<file path="config.mk">
export PLATFORM = sky130hd
export DESIGN_NAME = dma_fault_capture
export DESIGN_NICKNAME = d
export VERILOG_FILES = /design/src/rtl/fault_cap_pkg.sv /design/src/rtl/fault_cap_ctrl.sv /design/src/rtl/fault_cap_dp.sv /design/src/rtl/dma_fault_capture.sv
export SDC_FILE = /design/constraint.sdc
export NUM_CORES = 1
export LEC_CHECK = 0
export CAP_MARGIN = 20
export CELL_PAD_IN_SITES_DETAIL_PLACEMENT = 0
export CELL_PAD_IN_SITES_GLOBAL_PLACEMENT = 2
export CORE_MARGIN = 3
export CORE_UTILIZATION = 17
export CTS_BUF_LIST = sky130_fd_sc_hd__clkbuf_4 sky130_fd_sc_hd__clkbuf_8
export CTS_CLUSTER_SIZE = 28
export DETAILED_ROUTE_END_ITERATION = 8
export GPL_TIMING_DRIVEN = 0
export PLACE_DENSITY = 0.9
export SLEW_MARGIN = 20
export SYNTH_ARGS = -nofsm -noshare
export SYNTH_HDL_FRONTEND = slang
export SYNTH_SLANG_ARGS = --single-unit
</file>
<file path="constraint.sdc">
create_clock -name clk -period 1.7 [get_ports clk]
set_input_delay 0.17 -clock clk [delete_from_list [all_inputs] [get_ports clk]]
set_output_delay 0.17 -clock clk [all_outputs]
set_load 0.02 [all_outputs]
</file>
<file path="src/rtl/fault_cap_pkg.sv">
package fault_cap_pkg;

  // Strobes issued by the control to the datapath each cycle
  typedef struct packed {
    logic capture;     // load a new fault record, set valid
    logic clearValid;  // software acknowledges the held record
    logic maskWrite;   // load the interrupt enables
  } ctrlStrobes_t;

endpackage

</file>
<file path="src/rtl/fault_cap_ctrl.sv">
module fault_cap_ctrl
  import fault_cap_pkg::*;
(
  input  logic         faultValid,
  input  logic         regWrEn,
  input  logic         regSel,
  input  logic         wrValidBit,
  input  logic         validQ,
  output ctrlStrobes_t strobes
);

  always_comb begin
    strobes.clearValid = regWrEn && !regSel && !wrValidBit;
    // a new fault wins over a clear in the same cycle
    strobes.capture    = faultValid && (!validQ || strobes.clearValid);
    strobes.maskWrite  = regWrEn && regSel;
  end

endmodule

</file>
<file path="src/rtl/fault_cap_dp.sv">
module fault_cap_dp
  import fault_cap_pkg::*;
#(
  parameter int WORD_W = 64,
  parameter int PAGE_W = 23,
  parameter int ID_W   = 11
) (
  input  logic              clk,
  input  logic              rstN,
  input  ctrlStrobes_t      strobes,
  input  logic              faultSeg,
  input  logic [PAGE_W-1:0] faultPage,
  input  logic              faultRead,
  input  logic [ID_W-1:0]   faultReqId,
  input  logic [WORD_W-1:0] maskIn,
  output logic              validQ,
  output logic [WORD_W-1:0] statusWord,
  output logic [WORD_W-1:0] maskWord,
  output logic              irq
);

  localparam int VALID_BIT = WORD_W - 1;
  localparam int KIND_HI   = WORD_W - 2;
  localparam int KIND_LO   = WORD_W - 3;
  localparam int DIR_BIT   = ID_W;
  localparam int PAGE_LO   = ID_W + 1;
  localparam logic [WORD_W-1:0] MASK_KEEP =
    (WORD_W'(1) << KIND_HI) | (WORD_W'(1) << KIND_LO);

  logic [1:0]        kindQ;
  logic [PAGE_W-1:0] pageQ;
  logic              readQ;
  logic [ID_W-1:0]   idQ;
  logic [WORD_W-1:0] maskQ;

  always_ff @(posedge clk) begin
    if (!rstN) begin
      validQ <= 1'b0;
      kindQ  <= 2'b00;
      pageQ  <= '0;
      readQ  <= 1'b0;
      idQ    <= '0;
    end else if (strobes.capture) begin
      validQ <= 1'b1;
      kindQ  <= {1'b1, faultSeg};
      pageQ  <= faultPage;
      readQ  <= faultRead;
      idQ    <= faultReqId;
    end else if (strobes.clearValid) begin
      validQ <= 1'b0;
    end
  end

  always_ff @(posedge clk) begin
    if (!rstN)                  maskQ <= '0;
    else if (strobes.maskWrite) maskQ <= maskIn & MASK_KEEP;
  end

  always_comb begin
    statusWord                        = '0;
    statusWord[VALID_BIT]             = validQ;
    statusWord[KIND_HI:KIND_LO]       = kindQ;
    statusWord[PAGE_LO +: PAGE_W]     = pageQ;
    statusWord[DIR_BIT]               = readQ;
    statusWord[ID_W-1:0]              = idQ;
  end

  assign maskWord = maskQ;
  assign irq = validQ && (kindQ[0] ? maskQ[KIND_HI] : maskQ[KIND_LO]);

  // a held record is frozen until software clears it
  a_r5_hold_fields: assert property (@(posedge clk) disable iff (!rstN)
    (validQ && !strobes.clearValid) |=>
      ($stable(pageQ) && $stable(idQ) && $stable(readQ) && $stable(kindQ) && validQ));

endmodule

</file>
<file path="src/rtl/dma_fault_capture.sv">
module dma_fault_capture
  import fault_cap_pkg::*;
#(
  parameter int WORD_W = 64,
  parameter int PAGE_W = 23,
  parameter int ID_W   = 11
) (
  input  logic              clk,
  input  logic              rstN,
  input  logic              faultValid,
  input  logic              faultSeg,
  input  logic [PAGE_W-1:0] faultPage,
  input  logic              faultRead,
  input  logic [ID_W-1:0]   faultReqId,
  input  logic              regWrEn,
  input  logic              regSel,
  input  logic [WORD_W-1:0] regWrData,
  output logic [WORD_W-1:0] regRdData,
  output logic              irqOut
);

  localparam int VALID_BIT = WORD_W - 1;

  ctrlStrobes_t      strobes;
  logic              statusValid;
  logic [WORD_W-1:0] statusWord;
  logic [WORD_W-1:0] maskWord;

  fault_cap_ctrl u_ctrl (
    .faultValid (faultValid),
    .regWrEn    (regWrEn),
    .regSel     (regSel),
    .wrValidBit (regWrData[VALID_BIT]),
    .validQ     (statusValid),
    .strobes    (strobes)
  );

  fault_cap_dp #(
    .WORD_W (WORD_W),
    .PAGE_W (PAGE_W),
    .ID_W   (ID_W)
  ) u_dp (
    .clk        (clk),
    .rstN       (rstN),
    .strobes    (strobes),
    .faultSeg   (faultSeg),
    .faultPage  (faultPage),
    .faultRead  (faultRead),
    .faultReqId (faultReqId),
    .maskIn     (regWrData),
    .validQ     (statusValid),
    .statusWord (statusWord),
    .maskWord   (maskWord),
    .irq        (irqOut)
  );

  assign regRdData = regSel ? maskWord : statusWord;

  // a fault with nothing held becomes a held record
  a_r2_capture: assert property (@(posedge clk) disable iff (!rstN)
    (faultValid && !statusValid) |=> statusValid);

  // a clearing write with no fault drops valid
  a_r6_clear: assert property (@(posedge clk) disable iff (!rstN)
    (regWrEn && !regSel && !regWrData[VALID_BIT] && !faultValid) |=> !statusValid);

  // a fault beside a clearing write is still captured
  a_r7_fault_wins: assert property (@(posedge clk) disable iff (!rstN)
    (faultValid && regWrEn && !regSel && !regWrData[VALID_BIT]) |=> statusValid);

  // the interrupt only rises after a fault or a register write
  a_r9_irq_cause: assert property (@(posedge clk) disable iff (!rstN)
    $rose(irqOut) |-> $past(faultValid || regWrEn));

endmodule

</file>
Yosys cells after proc, flatten, opt, wreduce, memory -nomap -nowiden
Cells that the tools add are included.

Multiplexer cells: 4. Reduce and logical (&&, ||, !) cells: 10.

Operators with widths (number): $mux W64 (1); $logic_and A1 B1 Y1 (5); $logic_not A1 Y1 (3); $mux W1 (3); $reduce_bool A2 Y1 (1); $logic_or A1 B1 Y1 (1).

Output and inout bits: 65. Input port bits: 105. Word-level logic and storage cells: 20. Register bits: 40.

Depth between registers and ports, before layout
Depth in word-level cells: 6. Gate-level depth with buffers: 5. Gate-level depth less buffers: 3.

By module
A second synthesis with hierarchy kept.

Cells, all modules: 295. Area, all modules: 3308.2 um2.

Modules (own cells, without submodules): fault_cap_dp (seq. area each 800.8 um2, times used 1, cells an instance 220, area an instance 2199.6 um2); dma_fault_capture (seq. area each 0.0 um2, times used 1, cells an instance 71, area an instance 1077.3 um2); fault_cap_ctrl (seq. area each 0.0 um2, times used 1, cells an instance 4, area an instance 31.3 um2).

Worst setup path before layout
Ideal clock, no wire load.

Kind: input-to-reg. From: input port regSel. To: register u_dp.idQ[4]. Path slack: 0.443 ns. Data arrival time: 1.186 ns. Setup time: 0.072 ns. Stages on the path: 5. Path buffers: 2. Data required time: 1.628 ns. Cells stage by stage: or3b_4 a21boi_2 buf_6 buf_12 mux2i_1.

Longest elaborated chain between the ends: 5.

Ends and longest elaborated chain: start, declared (RTL line dma_fault_capture.sv:16) `input logic regSel,`; $logic_not A1 Y1 (RTL line fault_cap_ctrl.sv:13) `strobes.clearValid = regWrEn && !regSel && !wrValidBit;`; $logic_and A1 B1 Y1 (2 in a row) (RTL line fault_cap_ctrl.sv:13); $logic_or A1 B1 Y1 (RTL line fault_cap_ctrl.sv:15) `strobes.capture = faultValid && (!validQ || strobes.clearValid);`; $logic_and A1 B1 Y1 (RTL line fault_cap_ctrl.sv:15); end signal, assigned (RTL line fault_cap_dp.sv:48) `idQ <= faultReqId;`; end, declared (RTL line fault_cap_dp.sv:33) `logic [ID_W-1:0] idQ;`.

No other way between the ends. A chain may end at the register's enable or synchronous reset.

Worst setup path in the final report
From: input port regWrEn. To: register u_dp.pageQ[10].

Longest elaborated chain between the ends: 4.

Ends and longest elaborated chain: start, declared (RTL line dma_fault_capture.sv:15) `input logic regWrEn,`; $logic_and A1 B1 Y1 (2 in a row) (RTL line fault_cap_ctrl.sv:13); $logic_or A1 B1 Y1 (RTL line fault_cap_ctrl.sv:15); $logic_and A1 B1 Y1 (RTL line fault_cap_ctrl.sv:15); end signal, assigned (RTL line fault_cap_dp.sv:46) `pageQ <= faultPage;`; end, declared (RTL line fault_cap_dp.sv:31) `logic [PAGE_W-1:0] pageQ;`.

No other way between the ends.

==> results.ini <==
[grt]
grtUsageTotal = 0.0853
grt_pass1_vias = 1863
antenna_found_initial = 0
grt_pass1_wl_um = 9100
grt_overflow_total = 0
grt_max_degree = 14

[route]
vias_per_cell = 3.66
first_pass_iters = 4
dr.first_iter.drc_count = 34
dr_total_vias = 1828
drc = 0
drt-total-wl_um = 5830
wl_per_cell_um = 11.7
ant_nets = 0

[finish]
final_nets = 461
antenna_cells = 0
final_cells = 500
area_growth_pct = 57.3
final_util = 0.280
drive_above_1_share = 0.132
fillers = 1260
multiInputGateArea_um2 = 1070
register_area_um2 = 801

[yosys]
synth_area_leaders = dfxtp_1 (38%), mux2i_1 (18%), nand2_1 (13%), nor2b_1 (11%), buf_4 (9.3%)
synth_common_cells = nand2_1 (75), dfxtp_1 (40), nor2b_1 (38)
syn_avg_cell_area_um2 = 8.59
syn_area_um2 = 2090
yosysTopAreaCell = dfxtp_1
synth_top_area_share = 0.383
syn_inst = 243
async_reset_ff_frac = 0
yosysSeqAreaShare = 0.383
ys_seq_elements = 40
synth_edf_count = 0
synth_ff_type = dfxtp_1
synth_cell_types = 17
ys_warn_count = 0
synth.most_common_cell = nand2_1

[sta]
hold_viol = 0
setup_viol = 0
rsz0062_at_grt = no
holdWs_ps = 322
skew_ps = 4.60
fin_crit_ps = 1640
tightest_slew_ps = 549
max_freq_mhz = 611
period_share = 0.963
max_slew_margin = 0.634
setup_ws_ps = 63.4
final-max-slew-violation-count = 0

[critical_path]
worstSetupPathType = in2reg
r2r_end = u_dp.pageQ[10]$_SDFFE_PN0P_
crit_path_end = u_dp.pageQ[10]$_SDFFE_PN0P_
slowest_delay_ps = 520
crit_cells = 6
arrival_ps = 1850
start_kind = primary input
worstPathCellList = clkdlybuf4s50_1 > or3b_4 > a21boi_2 > buf_6 > buf_12 > mux2i_1
cp_max_fo = 10
slowest_stage = clkdlybuf4s50_1
reg2reg_depth = 4
required_ps = 1920
r2r-start = u_dp.validQ$_SDFFE_PN0P_
crit_path_start = regWrEn
path_delay_family = buffers and inverters
cp-end-kind = flop
cp.buffers_inverters = 3
rrSetupSlack_ps = 530

[clock_tree]
cts.clk_slew.worst_paths_ps = 80
clockBufferDepth = 2
clock_sinks = 40
cts_setup_buffers = 0
cts_made_buffers = 5
cts_tree = yes
htreeDepth = 2
root_buffer = clkbuf_8
post_cts_hold_buffer_count = 0
clkLatencyLatePin_ps = 290

[job]
max-cap-violations = 0

[floorplanning]
initial_core_util = 0.178
pin_count = 170
die-area_um2 = 13600
die_w_um = 117
die_h_um = 117
core.rowCount = 39
core-area_um2 = 11700

[power]
leakagePower_nw = 1.49
power_density_nw_per_um2 = 680
vdd_drop_max_mv = 0.247

[placement]
dp.cells = 492
place_congestion = 0.760
place.port_buffers = 81
post-place-ws_ps = -577
hpwl_um = 4470

[status]
status = complete, no violations

[worst_hold_path]
hp-class = in2reg

-- worst register-to-register path, delay by kind of cell, from the launching register on --
family,cells,cell delay [ps]
AOI/OAI and AO/OA,1,150
buffers and inverters,2,390
DFF,1,350
muxes,1,210
-- layout make-up --
cell class	instances	area share
Buffer	42	0.0971
Clock buffer	5	0.0210
Clock inverter	3	0.00571
Multi-Input combinational cell	186	0.326
Sequential cell	40	0.244
Tap cell	143	0.0545
Timing Repair Buffer	81	0.252
-- how the worst min path moves through the flow --
stage | to | slack, ps | start | depth (start not counted)
after detailed placement | u_dp.pageQ[5]$_SDFFE_PN0P_ | 450 | u_dp.pageQ[5]$_SDFFE_PN0P_ | 2
after global routing | u_dp.idQ[6]$_SDFFE_PN0P_ | 360 | rstN | 3
after floorplan | u_dp.validQ$_SDFFE_PN0P_ | 310 | faultValid | 2
after CTS | u_dp.idQ[5]$_SDFFE_PN0P_ | 340 | rstN | 3
after global placement | u_dp.idQ[10]$_SDFFE_PN0P_ | 440 | u_dp.idQ[10]$_SDFFE_PN0P_ | 2
final | u_dp.pageQ[1]$_SDFFE_PN0P_ | 320 | rstN | 3
-- registers in the layout, summed over array words and instances, names as in the netlist --
name	cells
u_dp.pageQ	23
u_dp.idQ	11
u_dp.kindQ	2
u_dp.maskWord	2
u_dp.readQ	1
u_dp.validQ	1
-- layout by cell type (no fill, tap or decap) --
cell type        count
nand2_1             75
clkdlybuf4s50_1     72
dfxtp_1             40
nor2b_1             38
mux2i_1             37
buf_4               26
conb_1              26
dlymetal6s2s_1       7
clkbuf_1             6
clkbuf_8             5
clkbuf_2             3
buf_12               3
buf_1                2
nand3_1              2
a21boi_0             2
mux2_2               2
clkinv_2             2
clkbuf_4             1
or3b_4               1
a21boi_2             1
buf_6                1
o21a_1               1
a21oi_1              1
clkinv_4             1
clkdlybuf4s15_2      1
dlygate4sd2_1        1
-- power by group --
| group | switching [mW] | internal [mW] |
|---|---|---|
| combinational | 0.268 | 0.300 |
| clock | 0.349 | 0.286 |
| sequential | 0.0296 | 0.999 |
| total | 0.646 | 1.59 |
-- per-stage QoR --
stage | area [um2] | setup TNS [ps] | power, mW
3_5_place_dp | 3170 | -26560 | 1.63
6_report | 3280 | 0 | 2.23
5_1_grt | 3280 | 0 | 2.38
3_3_place_gp | 3170 | -24100 | 1.62
2_1_floorplan | 2180 | 0 | 1.39
4_1_cts | 3270 | 0 | 2.29
-- cells by family after synthesis --
logic type             Yosys count  share of synthesized area
AOI/OAI and AO/OA                5                     0.0186
buffers and inverters           42                      0.149
DFF                             40                      0.383
muxes                           39                      0.188
other                            1                    0.00180
and+or+nand+nor                116                      0.259
-- routing by layer --
metal	routed length, um	track usage
met1	2540	0.107
met2	2840	0.146
met3	385	0.0195
met4	62	0.0252
met5	0	0
-- timing repair --
action,4_1_cts,5_1_grt
cloned,0,0
resized for setup,9,7
endpoints found under the setup margin,65,7
(Power assumes the default switching activity.)
